[config.mk]
export PLATFORM = sky130hd
export DESIGN_NAME = nextpc_btb
export DESIGN_NICKNAME = d
export VERILOG_FILES = /design/src/rtl/nextpc_pkg.sv /design/src/rtl/nextpc_table.sv /design/src/rtl/nextpc_policy.sv /design/src/rtl/nextpc_resolve.sv /design/src/rtl/nextpc_btb.sv
export SDC_FILE = /design/constraint.sdc
export NUM_CORES = 2
export LEC_CHECK = 0
export BUFFER_PORTS_ARGS = -buffer_cell sky130_fd_sc_hd__clkbuf_2
export CAP_MARGIN = 20
export CELL_PAD_IN_SITES_DETAIL_PLACEMENT = 0
export CELL_PAD_IN_SITES_GLOBAL_PLACEMENT = 1
export CORE_MARGIN = 2
export CORE_UTILIZATION = 60
export CTS_BUF_LIST = sky130_fd_sc_hd__clkbuf_8
export DETAILED_ROUTE_END_ITERATION = 8
export PLACE_DENSITY_LB_ADDON = 0.1
export SLEW_MARGIN = 10
export SYNTH_ARGS = -nofsm -noshare
export SYNTH_HDL_FRONTEND = slang
export SYNTH_SLANG_ARGS = --single-unit
[constraint.sdc]
create_clock -name clk -period 20.1 [get_ports clk]
set_input_delay 5.025 -clock clk [delete_from_list [all_inputs] [get_ports clk]]
set_output_delay 5.025 -clock clk [all_outputs]
set_load 0.005 [all_outputs]
[src/rtl/nextpc_pkg.sv]
package nextpc_pkg;
  // Static direction modes selected on the mode input
  typedef enum logic [1:0] {
    DIR_NEVER     = 2'b00,
    DIR_ALWAYS    = 2'b01,
    DIR_BACKWARD  = 2'b10,
    DIR_NEVER_ALT = 2'b11
  } dir_mode_e;
endpackage

[src/rtl/nextpc_table.sv]
module nextpc_table #(
  parameter int ENTRIES = 16,
  parameter int ADDR_W  = 32,
  parameter int TAG_W   = 26,
  localparam int IDX_W  = $clog2(ENTRIES)
) (
  input  logic              clk,
  input  logic              rst,
  input  logic [IDX_W-1:0]  lk_idx,
  input  logic [TAG_W-1:0]  lk_tag,
  output logic              lk_hit,
  output logic [ADDR_W-1:0] lk_tgt,
  input  logic              wr_en,
  input  logic [IDX_W-1:0]  wr_idx,
  input  logic [TAG_W-1:0]  wr_tag,
  input  logic [ADDR_W-1:0] wr_tgt
);
  logic [ENTRIES-1:0] valid_q;
  logic [TAG_W-1:0]   tag_q [ENTRIES];
  logic [ADDR_W-1:0]  tgt_q [ENTRIES];
  logic [ENTRIES-1:0] ent_match;

  // valid bits: cleared on reset, set on a write
  always_ff @(posedge clk) begin
    if (rst) valid_q <= '0;
    else if (wr_en) valid_q[wr_idx] <= 1'b1;
  end

  // payload storage needs no reset: guarded by valid
  always_ff @(posedge clk) begin
    if (wr_en) begin
      tag_q[wr_idx] <= wr_tag;
      tgt_q[wr_idx] <= wr_tgt;
    end
  end

  // per-entry match lines, at most one can be set
  for (genvar g = 0; g < ENTRIES; g++) begin : g_match
    assign ent_match[g] = valid_q[g] && (lk_idx == IDX_W'(g)) && (tag_q[g] == lk_tag);
  end

  assign lk_hit = |ent_match;
  assign lk_tgt = tgt_q[lk_idx];
endmodule

[src/rtl/nextpc_policy.sv]
module nextpc_policy
  import nextpc_pkg::*;
#(
  parameter int ADDR_W     = 32,
  parameter int INST_BYTES = 4
) (
  input  logic [1:0]        mode,
  input  logic [ADDR_W-1:0] pc,
  input  logic              hit,
  input  logic [ADDR_W-1:0] tgt,
  output logic              taken,
  output logic [ADDR_W-1:0] next_pc
);
  function automatic logic [ADDR_W-1:0] seq_addr(input logic [ADDR_W-1:0] a);
    return a + ADDR_W'(INST_BYTES);
  endfunction

  function automatic logic goes_back(input logic [ADDR_W-1:0] t, input logic [ADDR_W-1:0] a);
    return t < a;
  endfunction

  logic dir_taken;

  always_comb begin
    unique case (dir_mode_e'(mode))
      DIR_ALWAYS:   dir_taken = 1'b1;
      DIR_BACKWARD: dir_taken = goes_back(tgt, pc);
      default:      dir_taken = 1'b0;
    endcase
  end

  assign taken   = hit && dir_taken;
  assign next_pc = taken ? tgt : seq_addr(pc);
endmodule

[src/rtl/nextpc_resolve.sv]
module nextpc_resolve #(
  parameter int ADDR_W     = 32,
  parameter int INST_BYTES = 4
) (
  input  logic              clk,
  input  logic              rst,
  input  logic              rs_valid,
  input  logic [ADDR_W-1:0] rs_pc,
  input  logic              rs_taken,
  input  logic [ADDR_W-1:0] rs_target,
  input  logic [ADDR_W-1:0] rs_pred_next,
  output logic              wr_en,
  output logic [ADDR_W-1:0] wr_tgt,
  output logic              mispredict
);
  function automatic logic [ADDR_W-1:0] real_next(input logic tk,
                                                  input logic [ADDR_W-1:0] a,
                                                  input logic [ADDR_W-1:0] t);
    return tk ? t : a + ADDR_W'(INST_BYTES);
  endfunction

  logic wrong_guess;
  logic misp_q;

  assign wrong_guess = rs_valid && (real_next(rs_taken, rs_pc, rs_target) != rs_pred_next);
  assign wr_en       = rs_valid && rs_taken && !rst;
  assign wr_tgt      = rs_target;

  always_ff @(posedge clk) begin
    if (rst) misp_q <= 1'b0;
    else     misp_q <= wrong_guess;
  end

  assign mispredict = misp_q;
endmodule

[src/rtl/nextpc_btb.sv]
module nextpc_btb #(
  parameter int ADDR_W     = 32,
  parameter int ENTRIES    = 16,
  parameter int INST_BYTES = 4,
  localparam int IDX_W     = $clog2(ENTRIES),
  localparam int OFS_W     = $clog2(INST_BYTES),
  localparam int TAG_W     = ADDR_W - IDX_W - OFS_W
) (
  input  logic              clk,
  input  logic              rst,
  input  logic [1:0]        mode,
  input  logic [ADDR_W-1:0] fetch_pc,
  output logic [ADDR_W-1:0] next_pc,
  output logic              hit,
  output logic              pred_taken,
  input  logic              rs_valid,
  input  logic [ADDR_W-1:0] rs_pc,
  input  logic              rs_taken,
  input  logic [ADDR_W-1:0] rs_target,
  input  logic [ADDR_W-1:0] rs_pred_next,
  output logic              mispredict
);
  // named internal events for the checker
  logic              lk_hit;
  logic [ADDR_W-1:0] lk_tgt;
  logic              wr_en;
  logic [ADDR_W-1:0] wr_tgt;

  nextpc_table #(.ENTRIES(ENTRIES), .ADDR_W(ADDR_W), .TAG_W(TAG_W)) u_table (
    .clk    (clk),
    .rst    (rst),
    .lk_idx (fetch_pc[OFS_W +: IDX_W]),
    .lk_tag (fetch_pc[ADDR_W-1 -: TAG_W]),
    .lk_hit (lk_hit),
    .lk_tgt (lk_tgt),
    .wr_en  (wr_en),
    .wr_idx (rs_pc[OFS_W +: IDX_W]),
    .wr_tag (rs_pc[ADDR_W-1 -: TAG_W]),
    .wr_tgt (wr_tgt)
  );

  nextpc_policy #(.ADDR_W(ADDR_W), .INST_BYTES(INST_BYTES)) u_policy (
    .mode    (mode),
    .pc      (fetch_pc),
    .hit     (lk_hit),
    .tgt     (lk_tgt),
    .taken   (pred_taken),
    .next_pc (next_pc)
  );

  nextpc_resolve #(.ADDR_W(ADDR_W), .INST_BYTES(INST_BYTES)) u_resolve (
    .clk          (clk),
    .rst          (rst),
    .rs_valid     (rs_valid),
    .rs_pc        (rs_pc),
    .rs_taken     (rs_taken),
    .rs_target    (rs_target),
    .rs_pred_next (rs_pred_next),
    .wr_en        (wr_en),
    .wr_tgt       (wr_tgt),
    .mispredict   (mispredict)
  );

  assign hit = lk_hit;
endmodule

Word level (Yosys, flattened, before mapping)
Memories as Yosys holds them, arrays and structs flattened.
Index checks and enable logic that the tools add are counted.
- add/subtract/negate cells: 2
- multiply operators: 0
- div/mod/pow operators: 0
- magnitude comparators: 3
- equal/unequal tests: 34
- shift-type cells: 0
- muxes and demuxes: 7
- bitwise gates (word level): 1
- reductions and logical operators: 40
- operators with widths (kind ; number):
    26-bit == test ; 16
    32-bit by 3-bit adder with 32-bit output, second input constant ; 2
    32-bit two-way mux ; 2
    1-bit logical AND ; 37
    4-bit == test, second input constant ; 8
    32-bit < comparator ; 1
    32-bit inequality test ; 1
    4-bit by 3-bit == test with 1-bit output, second input constant ; 4
    16-bit OR ; 1
    16-bit OR reduction ; 1
    4-bit by 2-bit == test with 1-bit output, second input constant ; 2
    4-bit by 5-bit < comparator with 1-bit output, second input constant ; 1
    1-bit demux with 4-bit select ; 1
    4-bit by 1-bit == test with 1-bit output, second input constant ; 1
    4-bit by 1-bit greater-or-equal comparator with 1-bit output, second input constant ; 1
    4-bit zero test ; 1
    1-bit two-way mux ; 3
    2-bit by 1-bit == test with 1-bit output, second input constant ; 1
    2-bit == test, second input constant ; 1
    1-bit case mux with 2 select lines ; 1
    1-bit zero test ; 1
- bits in registers: 17
- latch bits: 0
- RAM bits: 928
- ROM bits: 0
- input bits: 134
- output and inout port bits: 35
- word-level logic and storage cells: 91
- memories: 2
- memory list (name ; words ; bits a word ; rd ports ; clocked after memory_dff ; write ports ; RTL line ; text):
    u_table.tgt_q ; 16 ; 32 ; 1 ; 0 ; 1 ; nextpc_table.sv:20 ; logic [ADDR_W-1:0] tgt_q [ENTRIES];
    u_table.tag_q ; 16 ; 26 ; 16 ; 0 ; 1 ; nextpc_table.sv:19 ; logic [TAG_W-1:0] tag_q [ENTRIES];

Logic depth before layout (Yosys ltp)
- word-level depth: 6
- mapped depth: 15
- depth with buffers taken out: 11

Hierarchy
Synthesis repeated with hierarchy kept, for this count alone.
- cells, all modules: 2329
- area total of the unflattened synthesis: 41051.9 µm²
- by module, submodules not included (module ; times used ; cells an instance ; area an instance (µm²) ; sequential area each (µm²)):
    nextpc_table ; 1 ; 1834 ; 37191.9 ; 28187.0
    nextpc_resolve ; 1 ; 274 ; 1983.2 ; 20.0
    nextpc_policy ; 1 ; 221 ; 1876.8 ; 0.0

Worst setup path after synthesis
OpenSTA, ideal clock, no wires.
- path type: input -> output
- from: input fetch_pc[2]
- to: output next_pc[10]
- arrival: 9335 ps
- required time: 15075 ps
- setup slack: 5740 ps
- stages on the path: 15
- buffers on the path: 4
- cell sequence: clkbuf_1 > buf_2 > buf_1 > mux4_2 > mux4_2 > ha_1 > nand4_1 > nor2_1 > nand3_1 > or4_1 > o21ai_1 > nor4_2 > o311ai_4 > buf_6 > mux2_2
- cells in the longest elaborated chain, start to end: 6
- elaborated cells between the ends (all ways): 55
- those cells by class: 1 x add/sub; 1 x order compare; 15 x eq/ne; 2 x mux; 35 x reduce/logical; 1 x memory
- RTL lines (element ; RTL line ; text):
    from (decl) ; nextpc_btb.sv:12 ; input logic [ADDR_W-1:0] fetch_pc,
    branches (longest 5 deep; another with memory read 16 x 32 bit) ; -- ;
    32-bit two-way mux (*) ; nextpc_policy.sv:33 ; assign next_pc = taken ? tgt : seq_addr(pc);
    to (decl) ; nextpc_btb.sv:13 ; output logic [ADDR_W-1:0] next_pc,
Every way passes the cells marked *.

Worst setup path in the final report
- from: input fetch_pc[3]
- to: output next_pc[2]
The elaborated chain is that of the path after synthesis.

==> impl_results.md <==
* Status: finished clean
* Synth Instances at roughly 2300
* Setup crit end kind: primary output
* Layout Nets at 2808
* Static Leak at 14.78 nW
* Final TNS setup at 0 ps
* Worst-path maximum fanout at 68
* Post-synthesis xor/xnor area fraction at 10.90%
* Share of post-route cells with drive strength above 1 at between 20% and 30%
* Met2 Use GR at a little over half
* Met1 Use GR at between 40% and 50%
* Worst skew pair latency at roughly 800 ps
* Post-cts sizing count at 0
* CTS root buffer: clkbuf_8
* Final Setup Violations at 0
* Minimum clock period at approximately 16000 ps
* Max cap viols at 0
* Routability congestion estimate from global placement at 0.8958
* Register bit total from synthesis at 945
* WL per Instance at around 32 microns
* Slew Limit Fails at 0
* Total track usage at between 30 and 40%
* Int Pwr at around 3.0 mW
* Detailed Route Iter0 Violations at 2900
* Crit path arrival time at ~11000 ps
* CP Class: primary input to primary output
* Seq/Total Area, Yosys at a little over two thirds
* Comb pwr share at about 7.7%
* Post-synth EDFFs at ~930
* Largest family of logic cells by synthesized area: XOR/XNOR gates
* FMAX at 0.06143 GHz
* Row Count at 95
* CTS Buf Count at 151
* Post-CTS Setup Bufs at 0
* Top Usage Layer GRT: met2
* Post-CTS Hold Buffers at 0
* # IOs at around 170
* Core Util, Final at 67.86%
* Max Root-Sink Buffers at 3
* Core box area at roughly 0.067 sq mm
* Sw power at between 0.9 and 1 mW
* Vias in the first global route at between 20000 and 25000
* Post-synth net total at between 2000 and 3000
* Die Area at ~0.07 sq mm
* Worst slew pin tran at ~1200 ps
* Initial antenna violation count at 12
* H-tree depth at 4
* Drt pass-1 iters at 5
* RSZ-0062 raised after global routing: no
* Post-Layout Cell Count at 3624
* Total gr overflow at 0
* Met3 global-route usage at ~7.7%
* Sw frac at about a quarter
* Area share of and/or/nand/nor cells after synthesis at ~5.4%
* Drt total wl at between 100 and 150 mm
* Clk sinks at 945
* Post-Place Cells at approximately 3400
* Global-route wire length before repair at 166.1 mm
* Crit path launch: fetch_pc[3]
* I/O Buffers at 168
* Compound-Gate Fraction of Synth Area at roughly 1.6%
* Ys flop type: edfxtp_1
* Hold Crit Class: register to register
* Clk_skew at 0 ps
* Hold Vio Cnt, Final at 0
* Die W at approximately 260 microns
* CP startpoint kind: primary input
* Async SR Flop Fraction at 0%
* Initial Utilization at 60.55%
* Cell Area, Synth at just over 0.04 sq mm
* Hpwl dp at 66.53 mm
* WHS at 476.3 ps
* Hold Path Origin: u_table.valid_q[13]$_SDFFE_PP0P_
* Syn avg cell area at 17.39 sq um
* Rel. slew slack at 21.94%
* Most frequent cells in the layout: edfxtp_1, xnor2_1, clkbuf_2
* Yosys warnings at 0
* Clock Pin Slew Worst Setup and Hold Paths at about 60 ps
* Seq pwr share at a little over half
* Post-Synth Adder-Cell Area at under 10%
* DR DRC count at 0
* Vias at 23630
* Post-synthesis mux area share at under 10%
* Clock power share at a little under two fifths
* Peak supply drop at roughly 0.067 mV
* Commonest non-fill, non-tap cell in the layout: edfxtp_1
* Largest net degree at the start of global routing at 69
* Synth-to-Final Area Change at 12.08%
* CTS tree: built
* Synth unique cells at between 60 and 70
* PwrDens at between 80 and 90 mW/mm^2
* Antenna-violating nets left at 0
* Fin crit share at between 80% and 90%
* Pwr Total at 3.984 mW
* DIE HEIGHT at between 200 and 300 microns
* Worst r2r src: u_table.valid_q[0]$_SDFFE_PP0P_
* Critical path required time at about 15000 ps
* Vias per cell at between 6 and 7
==> metal layers <==
layer	up-vias	wire length (microns)
met4	12	3361
li1	9735	-
met3	213	11930
met5	-	82
met2	1426	56310
met1	12240	45470
==> critical path: stages <==
cell and delay (ps):
buf_6 550, buf_4 870, mux4_2 420, mux4_2 540, ha_1 350, nand4_1 100
nor2_1 250, nand3_1 310, or4_1 480, o21ai_1 180, nor4_2 90, o311ai_4 970
buf_4 450, mux2_2 400, clkbuf_2 120
==> path summary, 6_finish.rpt <==
check / depth (start not counted) / end / slack, ps
max reg2reg: 2 / u_table.valid_q[0]$_SDFFE_PP0P_ / 19480
max: 15 / next_pc[2] / 3820
min: 2 / u_table.valid_q[13]$_SDFFE_PP0P_ / 480
min reg2reg: 2 / u_table.valid_q[13]$_SDFFE_PP0P_ / 480
==> stage by stage <==
stage | setup WS, ps | instance area (sq um)
3_3_place_gp | 3965 | 42790
5_1_grt | 3556 | 45580
6_report | 3821 | 45580
4_1_cts | 3873 | 45520
2_1_floorplan | 5740 | 40660
3_5_place_dp | 3875 | 42820
==> cell families after synthesis <==
kind of cell,count (synthesis)
muxes,196
DFF,945
buffers and inverters,155
AOI/OAI and AO/OA,95
xor gates and xnor gates,506
and+or+nand+nor,401
adders and majority gates,41
==> cells in the mapped netlist, drive strengths merged, types with 23 or more instances <==
| master | n | area share [%] |
|---|---|---|
| edfxtp | 928 | 69 |
| xnor2 | 394 | 8.5 |
| mux4 | 159 | 8.8 |
| nand4 | 126 | 1.9 |
| xor2 | 112 | 2.4 |
| nor2 | 75 | 0.69 |
| buf | 70 | 0.84 |
| nor4 | 51 | 0.80 |
| inv | 50 | 0.46 |
| ha | 41 | 1.3 |
| nand3 | 39 | 0.48 |
| nor3 | 35 | 0.43 |
| clkbuf | 34 | 0.31 |
| mux2 | 32 | 0.89 |
| nand2 | 29 | 0.27 |
| o21ai | 23 | 0.28 |
==> power groups by stage <==
stage / clock network, mW / registers, mW / logic (mW)
finish: 1.49 / 2.18 / 0.309
global route: 1.59 / 2.18 / 0.325
floorplan: 0 / 2.22 / 0.167
global placement: 0 / 2.22 / 0.299
CTS: 1.51 / 2.18 / 0.305
detailed placement: 0 / 2.22 / 0.305
==> area by class of cell <==
| cell class | count | area, sq um |
|---|---|---|
| repair buffers | 245 | 1466 |
| diodes | 4 | 10.01 |
| well taps | 873 | 1092 |
| fillers | 4458 | 21580 |
| flip-flops and latches | 945 | 28210 |
| multi-input cells | 1239 | 11910 |
| clock inverters | 109 | 529.3 |
| clock buffers | 158 | 2175 |
| inverters | 51 | 191.4 |
==> flip-flops by register name, indices dropped and copies added, names as in the netlist <==
signal and cells:
u_table.tgt_q 512, u_table.tag_q 416, u_table.valid_q 16, u_resolve.mispredict 1
(Power assumes the default switching activity.)
